<file path="config.mk">
export PLATFORM = sky130hd
export DESIGN_NAME = urf_dual_uart
export DESIGN_NICKNAME = d
export VERILOG_FILES = /design/src/rtl/urf_pkg.sv /design/src/rtl/urf_mode_bank.sv /design/src/rtl/urf_cmd_unit.sv /design/src/rtl/urf_channel.sv /design/src/rtl/urf_dual_uart.sv
export SDC_FILE = /design/constraint.sdc
export NUM_CORES = 1
export LEC_CHECK = 0
export BUFFER_PORTS_ARGS = -buffer_cell sky130_fd_sc_hd__buf_2
export CAP_MARGIN = 20
export CELL_PAD_IN_SITES_DETAIL_PLACEMENT = 1
export CELL_PAD_IN_SITES_GLOBAL_PLACEMENT = 2
export CORE_UTILIZATION = 36
export CTS_BUF_LIST = sky130_fd_sc_hd__clkbuf_4 sky130_fd_sc_hd__clkbuf_8
export DETAILED_ROUTE_END_ITERATION = 8
export PLACE_DENSITY = 0.95
export SLEW_MARGIN = 30
export SYNTH_ARGS = -nofsm -noshare
export SYNTH_HDL_FRONTEND = slang
export SYNTH_SLANG_ARGS = --single-unit
</file>
<file path="constraint.sdc">
create_clock -name clk_i -period 5.47 [get_ports clk_i]
set_input_delay 1.094 -clock clk_i [delete_from_list [all_inputs] [get_ports clk_i]]
set_output_delay 1.094 -clock clk_i [all_outputs]
set_load 0.1 [all_outputs]
</file>
<file path="src/rtl/urf_pkg.sv">
package urf_pkg;
   typedef enum logic [1:0] {
      PTR_M0 = 2'd0,
      PTR_M1 = 2'd1,
      PTR_M2 = 2'd2
   } mptr_t;

   localparam int OFSW = 3;
   localparam logic [OFSW-1:0] OFS_MODE = 3'd0;
   localparam logic [OFSW-1:0] OFS_STAT = 3'd1;
   localparam logic [OFSW-1:0] OFS_CMD  = 3'd2;
   localparam logic [OFSW-1:0] OFS_DATA = 3'd3;

   localparam logic [3:0] CMD_PTR1   = 4'h1;
   localparam logic [3:0] CMD_RXRST  = 4'h2;
   localparam logic [3:0] CMD_TXRST  = 4'h3;
   localparam logic [3:0] CMD_ERRCLR = 4'h4;
   localparam logic [3:0] CMD_BRKCLR = 4'h5;
   localparam logic [3:0] CMD_BRKON  = 4'h6;
   localparam logic [3:0] CMD_BRKOFF = 4'h7;
   localparam logic [3:0] CMD_PTR0   = 4'hB;
endpackage

</file>
<file path="src/rtl/urf_mode_bank.sv">
module urf_mode_bank
   import urf_pkg::*;
#(
   parameter int DW    = 8,
   parameter int NMODE = 3
) (
   input  logic          clk_i,
   input  logic          rst_ni,
   input  logic          acc_i,
   input  logic          wr_i,
   input  logic [DW-1:0] wd_i,
   input  logic          to_m0_i,
   input  logic          to_m1_i,
   output logic [DW-1:0] rd_o,
   output logic [DW-1:0] m0_o,
   output logic [DW-1:0] m1_o,
   output logic [DW-1:0] m2_o
);
   mptr_t ptr_q;
   logic [DW-1:0] mr_q [NMODE];

   always_ff @(posedge clk_i) begin
      if (!rst_ni) begin
         ptr_q <= PTR_M1;
      end else if (to_m0_i) begin
         ptr_q <= PTR_M0;
      end else if (to_m1_i) begin
         ptr_q <= PTR_M1;
      end else if (acc_i) begin
         case (ptr_q)
            PTR_M0:  ptr_q <= PTR_M1;
            default: ptr_q <= PTR_M2;
         endcase
      end
   end

   for (genvar k = 0; k < NMODE; k++) begin : g_mr
      always_ff @(posedge clk_i) begin
         if (!rst_ni) begin
            mr_q[k] <= '0;
         end else if (wr_i && (int'(ptr_q) == k)) begin
            mr_q[k] <= wd_i;
         end
      end
   end

   assign rd_o = mr_q[ptr_q];
   assign m0_o = mr_q[0];
   assign m1_o = mr_q[1];
   assign m2_o = mr_q[2];

   // pointer walk
   assert_m0_to_m1_R3: assert property (@(posedge clk_i) disable iff (!rst_ni)
      (acc_i && !to_m0_i && !to_m1_i && ptr_q == PTR_M0) |=> ptr_q == PTR_M1);
   assert_m2_holds_R3: assert property (@(posedge clk_i) disable iff (!rst_ni)
      (acc_i && !to_m0_i && !to_m1_i && ptr_q == PTR_M2) |=> ptr_q == PTR_M2);
   assert_m0_cmd_R3: assert property (@(posedge clk_i) disable iff (!rst_ni)
      to_m0_i |=> ptr_q == PTR_M0);
   // mode contents only move on a write
   assert_mode_stable_R4: assert property (@(posedge clk_i) disable iff (!rst_ni)
      !wr_i |=> $stable(m1_o));
endmodule

</file>
<file path="src/rtl/urf_cmd_unit.sv">
module urf_cmd_unit
   import urf_pkg::*;
#(
   parameter int DW = 8
) (
   input  logic          clk_i,
   input  logic          rst_ni,
   input  logic          cmd_wr_i,
   input  logic [DW-1:0] cmd_i,
   input  logic          ovr_set_i,
   input  logic          par_set_i,
   input  logic          frm_set_i,
   input  logic          brk_set_i,
   output logic          rx_en_o,
   output logic          tx_en_o,
   output logic          rx_rst_o,
   output logic          tx_rst_o,
   output logic          brk_on_o,
   output logic [3:0]    flags_o,
   output logic          to_m0_o,
   output logic          to_m1_o
);
   logic [3:0] code;
   logic       do_rxrst, do_txrst, do_errclr, do_brkclr, do_brkon, do_brkoff;
   logic [3:0] set_v, clr_v;

   assign code      = cmd_i[7:4];
   assign do_rxrst  = cmd_wr_i && (code == CMD_RXRST);
   assign do_txrst  = cmd_wr_i && (code == CMD_TXRST);
   assign do_errclr = cmd_wr_i && (code == CMD_ERRCLR);
   assign do_brkclr = cmd_wr_i && (code == CMD_BRKCLR);
   assign do_brkon  = cmd_wr_i && (code == CMD_BRKON);
   assign do_brkoff = cmd_wr_i && (code == CMD_BRKOFF);
   assign to_m0_o   = cmd_wr_i && (code == CMD_PTR0);
   assign to_m1_o   = cmd_wr_i && ((code == CMD_PTR1) || (code == CMD_RXRST));

   assign set_v = {brk_set_i, frm_set_i, par_set_i, ovr_set_i};
   assign clr_v = {do_brkclr, {3{do_errclr}}};

   always_ff @(posedge clk_i) begin
      if (!rst_ni) begin
         rx_en_o  <= 1'b0;
         tx_en_o  <= 1'b0;
         rx_rst_o <= 1'b0;
         tx_rst_o <= 1'b0;
         brk_on_o <= 1'b0;
         flags_o  <= '0;
      end else begin
         rx_rst_o <= do_rxrst;
         tx_rst_o <= do_txrst;
         flags_o  <= (flags_o & ~clr_v) | set_v;
         if (do_brkon) begin
            brk_on_o <= 1'b1;
         end else if (do_brkoff) begin
            brk_on_o <= 1'b0;
         end
         if (cmd_wr_i) begin
            if (cmd_i[1]) begin
               rx_en_o <= 1'b0;
            end else if (cmd_i[0]) begin
               rx_en_o <= 1'b1;
            end
            if (cmd_i[3]) begin
               tx_en_o <= 1'b0;
            end else if (cmd_i[2]) begin
               tx_en_o <= 1'b1;
            end
         end
      end
   end

   assert_rx_dis_wins_R6: assert property (@(posedge clk_i) disable iff (!rst_ni)
      (cmd_wr_i && cmd_i[1]) |=> !rx_en_o);
   assert_tx_dis_wins_R6: assert property (@(posedge clk_i) disable iff (!rst_ni)
      (cmd_wr_i && cmd_i[3]) |=> !tx_en_o);
   assert_rxrst_single_R7: assert property (@(posedge clk_i) disable iff (!rst_ni)
      rx_rst_o |-> $past(cmd_wr_i));
   assert_brk_on_R8: assert property (@(posedge clk_i) disable iff (!rst_ni)
      (cmd_wr_i && code == CMD_BRKON) |=> brk_on_o);
   assert_errclr_R10: assert property (@(posedge clk_i) disable iff (!rst_ni)
      (cmd_wr_i && code == CMD_ERRCLR && !ovr_set_i) |=> !flags_o[0]);
   assert_event_wins_R10: assert property (@(posedge clk_i) disable iff (!rst_ni)
      par_set_i |=> flags_o[1]);
endmodule

</file>
<file path="src/rtl/urf_channel.sv">
module urf_channel
   import urf_pkg::*;
#(
   parameter int DW = 8
) (
   input  logic            clk_i,
   input  logic            rst_ni,
   input  logic            sel_i,
   input  logic [OFSW-1:0] off_i,
   input  logic            wr_i,
   input  logic            rd_i,
   input  logic [DW-1:0]   wd_i,
   input  logic [DW-1:0]   rx_data_i,
   input  logic            rx_rdy_i,
   input  logic            fifo_full_i,
   input  logic            tx_rdy_i,
   input  logic            tx_emt_i,
   input  logic            ovr_set_i,
   input  logic            par_set_i,
   input  logic            frm_set_i,
   input  logic            brk_set_i,
   output logic [DW-1:0]   rd_o,
   output logic            rx_pop_o,
   output logic            tx_push_o,
   output logic            rx_en_o,
   output logic            tx_en_o,
   output logic            rx_rst_o,
   output logic            tx_rst_o,
   output logic            brk_on_o,
   output logic [1:0]      data_bits_o,
   output logic [2:0]      parity_o,
   output logic [3:0]      stop_o,
   output logic            fifo_deep_o,
   output logic            tx_half_o,
   output logic [2:0]      baud_ext_o,
   output logic [3:0]      tx_rate_o,
   output logic [3:0]      rx_rate_o
);
   logic          mode_acc, mode_wr, cs_wr, cmd_wr;
   logic          to_m0, to_m1;
   logic [DW-1:0] mode_rd, m0, m1, m2, cs_q;
   logic [3:0]    flags;

   assign mode_acc  = sel_i && (wr_i || rd_i) && (off_i == OFS_MODE);
   assign mode_wr   = sel_i && wr_i && (off_i == OFS_MODE);
   assign cs_wr     = sel_i && wr_i && (off_i == OFS_STAT);
   assign cmd_wr    = sel_i && wr_i && (off_i == OFS_CMD);
   assign rx_pop_o  = sel_i && rd_i && (off_i == OFS_DATA);
   assign tx_push_o = sel_i && wr_i && (off_i == OFS_DATA);

   urf_mode_bank #(.DW(DW), .NMODE(3)) u_mode (
      .clk_i   (clk_i),
      .rst_ni  (rst_ni),
      .acc_i   (mode_acc),
      .wr_i    (mode_wr),
      .wd_i    (wd_i),
      .to_m0_i (to_m0),
      .to_m1_i (to_m1),
      .rd_o    (mode_rd),
      .m0_o    (m0),
      .m1_o    (m1),
      .m2_o    (m2)
   );

   urf_cmd_unit #(.DW(DW)) u_cmd (
      .clk_i     (clk_i),
      .rst_ni    (rst_ni),
      .cmd_wr_i  (cmd_wr),
      .cmd_i     (wd_i),
      .ovr_set_i (ovr_set_i),
      .par_set_i (par_set_i),
      .frm_set_i (frm_set_i),
      .brk_set_i (brk_set_i),
      .rx_en_o   (rx_en_o),
      .tx_en_o   (tx_en_o),
      .rx_rst_o  (rx_rst_o),
      .tx_rst_o  (tx_rst_o),
      .brk_on_o  (brk_on_o),
      .flags_o   (flags),
      .to_m0_o   (to_m0),
      .to_m1_o   (to_m1)
   );

   always_ff @(posedge clk_i) begin
      if (!rst_ni) begin
         cs_q <= '0;
      end else if (cs_wr) begin
         cs_q <= wd_i;
      end
   end

   always_comb begin
      rd_o = '0;
      if (sel_i && rd_i) begin
         case (off_i)
            OFS_MODE: rd_o = mode_rd;
            OFS_STAT: rd_o = {flags, tx_emt_i, tx_rdy_i, fifo_full_i, rx_rdy_i};
            OFS_DATA: rd_o = rx_data_i;
            default:  rd_o = '0;
         endcase
      end
   end

   assign data_bits_o = m1[1:0];
   assign parity_o    = m1[4:2];
   assign stop_o      = m2[3:0];
   assign fifo_deep_o = m0[3];
   assign tx_half_o   = m0[4];
   assign baud_ext_o  = m0[2:0];
   assign tx_rate_o   = cs_q[7:4];
   assign rx_rate_o   = cs_q[3:0];

   assert_cs_write_R5: assert property (@(posedge clk_i) disable iff (!rst_ni)
      cs_wr |=> (tx_rate_o == $past(wd_i[7:4])) && (rx_rate_o == $past(wd_i[3:0])));
   assert_unsel_quiet_R12: assert property (@(posedge clk_i) disable iff (!rst_ni)
      !sel_i |=> ($stable(cs_q) && !rx_rst_o && !tx_rst_o));
endmodule

</file>
<file path="src/rtl/urf_dual_uart.sv">
module urf_dual_uart
   import urf_pkg::*;
#(
   parameter int NCH = 2,
   parameter int DW  = 8,
   localparam int CHW = $clog2(NCH),
   localparam int AW  = CHW + OFSW
) (
   input  logic             clk_i,
   input  logic             rst_ni,
   input  logic [AW-1:0]    addr_i,
   input  logic             wr_i,
   input  logic             rd_i,
   input  logic [DW-1:0]    wdata_i,
   output logic [DW-1:0]    rdata_o,
   input  logic [NCH*DW-1:0] rx_data_i,
   input  logic [NCH-1:0]   rx_rdy_i,
   input  logic [NCH-1:0]   fifo_full_i,
   input  logic [NCH-1:0]   tx_rdy_i,
   input  logic [NCH-1:0]   tx_emt_i,
   input  logic [NCH-1:0]   ovr_set_i,
   input  logic [NCH-1:0]   par_set_i,
   input  logic [NCH-1:0]   frm_set_i,
   input  logic [NCH-1:0]   brk_set_i,
   output logic [NCH-1:0]   rx_pop_o,
   output logic [NCH-1:0]   tx_push_o,
   output logic [DW-1:0]    tx_data_o,
   output logic [NCH-1:0]   rx_en_o,
   output logic [NCH-1:0]   tx_en_o,
   output logic [NCH-1:0]   rx_rst_o,
   output logic [NCH-1:0]   tx_rst_o,
   output logic [NCH-1:0]   brk_on_o,
   output logic [NCH*2-1:0] data_bits_o,
   output logic [NCH*3-1:0] parity_o,
   output logic [NCH*4-1:0] stop_o,
   output logic [NCH-1:0]   fifo_deep_o,
   output logic [NCH-1:0]   tx_half_o,
   output logic [NCH*3-1:0] baud_ext_o,
   output logic [NCH*4-1:0] tx_rate_o,
   output logic [NCH*4-1:0] rx_rate_o
);
   if (NCH < 2 || DW != 8) begin : g_bad_cfg
      $error("urf_dual_uart: NCH must be at least 2 and DW must be 8");
   end

   logic [DW-1:0]   ch_rd [NCH];
   logic [CHW-1:0]  ch_idx;
   logic [OFSW-1:0] off;

   assign ch_idx    = addr_i[AW-1:OFSW];
   assign off       = addr_i[OFSW-1:0];
   assign tx_data_o = wdata_i;

   for (genvar c = 0; c < NCH; c++) begin : g_ch
      urf_channel #(.DW(DW)) u_ch (
         .clk_i       (clk_i),
         .rst_ni      (rst_ni),
         .sel_i       (int'(ch_idx) == c),
         .off_i       (off),
         .wr_i        (wr_i),
         .rd_i        (rd_i),
         .wd_i        (wdata_i),
         .rx_data_i   (rx_data_i[c*DW +: DW]),
         .rx_rdy_i    (rx_rdy_i[c]),
         .fifo_full_i (fifo_full_i[c]),
         .tx_rdy_i    (tx_rdy_i[c]),
         .tx_emt_i    (tx_emt_i[c]),
         .ovr_set_i   (ovr_set_i[c]),
         .par_set_i   (par_set_i[c]),
         .frm_set_i   (frm_set_i[c]),
         .brk_set_i   (brk_set_i[c]),
         .rd_o        (ch_rd[c]),
         .rx_pop_o    (rx_pop_o[c]),
         .tx_push_o   (tx_push_o[c]),
         .rx_en_o     (rx_en_o[c]),
         .tx_en_o     (tx_en_o[c]),
         .rx_rst_o    (rx_rst_o[c]),
         .tx_rst_o    (tx_rst_o[c]),
         .brk_on_o    (brk_on_o[c]),
         .data_bits_o (data_bits_o[c*2 +: 2]),
         .parity_o    (parity_o[c*3 +: 3]),
         .stop_o      (stop_o[c*4 +: 4]),
         .fifo_deep_o (fifo_deep_o[c]),
         .tx_half_o   (tx_half_o[c]),
         .baud_ext_o  (baud_ext_o[c*3 +: 3]),
         .tx_rate_o   (tx_rate_o[c*4 +: 4]),
         .rx_rate_o   (rx_rate_o[c*4 +: 4])
      );
   end

   always_comb begin
      rdata_o = '0;
      for (int c = 0; c < NCH; c++) begin
         rdata_o = rdata_o | ch_rd[c];
      end
   end

   assert_one_pop_R11: assert property (@(posedge clk_i) disable iff (!rst_ni)
      $onehot0(rx_pop_o) && $onehot0(tx_push_o));
   assert_idle_rdata_R1: assert property (@(posedge clk_i) disable iff (!rst_ni)
      !rd_i |-> rdata_o == '0);
endmodule

</file>
==> results.md <==
* Status: complete, no violations
* Fmax at 227 MHz
* Met3 wire len at 742 um
* Clock slew at reported path FFs at 0.08 ns
* Die Width at 114 um
* Syn_nets at 485
* Nets at 541
* Crit path DAT at 3.30 ns
* Register area at 2200 um2
* I/O pin cnt at 122
* Fin. max-slew vios at 0
* CP most frequent cell: buf_2
* Placer Congestion at 0.847
* Antenna violations before repair at 0
* HP Class: reg2reg
* Clk root buf: clkbuf_8
* Crit. Startpoint: addr_i[3]
* Clock skew at 0.0123 ns
* Max Cap Viol at 0
* Multi-input logic area at 1770 um2
* Die area at 12900 um2
* DRC at 0
* CTS max path bufs at 2
* Placed inst area at 4820 um2
* Cell Area, Synth at 4480 um2
* First-pass GRT wire length at 19400 um
* Drt via density at 5.12
* Setup bufs post-CTS at 0
* Sequential fraction of the synthesis area at 0.491
* CP max stage cell: nor3_1
* Final Critical Period at 4.40 ns
* Via count at 3413
* Routed length per instance at 19.5 um
* Period utilisation layout at 0.804
* Final wirelength at 13000 um
* Pin count of the biggest net entering global routing at 28
* VDD IR-drop max at 0.124 mV
* Yosys cell types at 44
* Reg2reg path depth at 3
* RSZ-0062 raised after global routing: no
* Fin. Hold Viols at 0
* Syn Area/Cell at 10.3 um2
* Cell chain of the critical path: buf_2 > inv_1 > nor3_1 > o2111ai_1 > o311ai_0 > buf_2
* Hold path depth at 2
* Final hold slack at 0.485 ns
* DR top layer: met4
* Ranking of synthesized cells by area: edfxtp_1, dfxtp_1, mux2i_1
* Most instantiated cells after synthesis: buf_4, and2_1, edfxtp_1
* #FFs+latches synth at 86
* CP max FO at 24
* YS warnings at 0
* PwrDens at 292 nW/um2
* CTS tree: done
* Rel. slew slack at 0.431
* PortBufs at 121
* Mapped Cells at 437
* Share of cells above drive strength 1 at 0.287
* Wl on met1 at 5930 um
* Number of global-route vias before repair at 3509
* Cts repair resizes at 0
* Number of core rows at 40
* Area share of the largest cell type after synthesis at 0.322
* Drt first pass iters at 4
* Async SR Flop Fraction at 0
* Critical R2R Launch: g_ch[1].u_ch.u_mode.ptr_q[0]
* Most common cell in the netlist: buf_4
* Fillers at 1392
* Final ANT Viol Nets at 0
* Clk Latency, worst-skew pair at 0.36 ns
* CTS hold repair buffers at 0
* Critical hold path startpoint: g_ch[0].u_ch.u_cmd.flags_o[1]
* Final setup fails at 0
* Dominant cell type by area after synthesis: edfxtp_1
* Ys flop type: edfxtp_1
* Critical Path End Type: output port
* Setup crit start kind: primary input
* H-tree depth at 3
* Die H at 114 um
* Stage delay of the slowest cell on the critical path at 0.68 ns
* Worst path required time at 4.38 ns
* Post-synth EDFFs at 48
* Area grow syn2layout at 12.6%
* HPWL after DPL at 9600 um
* Remaining Overflow, GRT at 0
* Routed wl met2 at 6240 um
* Total track usage at 0.203
* Worst Tran Pin Value at 0.848 ns
* Initial Util at 0.372
* First DRT Iteration DRCs at 147
* Area of the core at 12100 um2
* Total CTS buffers at 9
* CP Class: in2out
* Clk sinks at 86
* Fin area at 5040 um2
* Leakage Power at 2.28 nW
* # diodes at 0
## per-layer routing
metal,track usage,vias to the layer above
met4,0.0456,0
li1,-,1615
met1,0.262,1683
met3,0.0436,11
met2,0.347,104
met5,0,-
## power breakdown
| group | leakage [nW] | switching (mW) | internal [mW] |
|---|---|---|---|
| Clock | 0.111 | 0.233 | 0.269 |
| Combinational | 1.36 | 0.205 | 0.0510 |
| Sequential | 0.806 | 0.0138 | 0.700 |
| Total | 2.28 | 0.451 | 1.02 |
## cell usage in the layout, fill, tap and decap left out, types with 3 or more instances in the layout
cell and n:
nor2_1 34, mux2i_1 40, nand2_1 24, o2111ai_1 16
inv_1 4, clkbuf_8 9, nor3_1 13, buf_2 121
o21ai_1 3, o311ai_1 4, o21ai_0 4, nand2b_1 21
and2_1 48, nand3b_1 3, nand3_1 4, edfxtp_1 48
o311ai_0 6, a21oi_1 14, dfxtp_1 38, a211oi_1 4
## per-stage QoR
stage	cells	setup TNS (ns)	power [mW]	worst slack [ns]	util
2_1_floorplan	437	-2.36	0.933	-0.593	-
3_3_place_gp	650	0	0.981	1.18	0.400
3_5_place_dp	650	0	0.986	1.07	0.400
4_1_cts	666	0	1.49	1.06	0.418
5_1_grt	666	0	1.52	0.823	0.418
6_report	666	0	1.47	1.07	0.418
## state kept, by name (all words and copies together), names as in the netlist, 4 cells and up
register                 flops
g_ch.u_ch.u_mode.ptr_q       4
g_ch.u_ch.u_cmd.flags_o      8
g_ch.u_ch.u_mode.mr_q       48
g_ch.u_ch.cs_q              16
## final cells by class
cell class | count | area share
clock buffer | 11 | 0.0275
clock inverter | 5 | 0.0169
inverter | 4 | 0.00298
multi-input combinational | 269 | 0.351
sequential | 86 | 0.437
tap | 168 | 0.0417
timing repair buffer | 123 | 0.123
## path summary, 6_finish.rpt
check                              endpoint  slack (ns)
max reg2reg  g_ch[1].u_ch.u_mode.mr_q[1][3]        3.41
min reg2reg   g_ch[0].u_ch.u_cmd.flags_o[1]        0.49
min           g_ch[0].u_ch.u_cmd.flags_o[1]        0.49
max                              rdata_o[0]        1.07
## worst max-delay path, delay by kind of cell
kind / cells / cell delay [ns]
buffers and inverters: 3 / 1.06
and+or+nand+nor: 1 / 0.68
AOI/OAI and AO/OA: 2 / 0.46
## kinds of logic after synthesis
group,synth area share
compound gates,0.0991
simple gates,0.203
xor+xnor,0.00391
mux,0.0893
flops,0.491
buf+inv,0.113
Note: power is estimated with default switching activity, not from simulation.
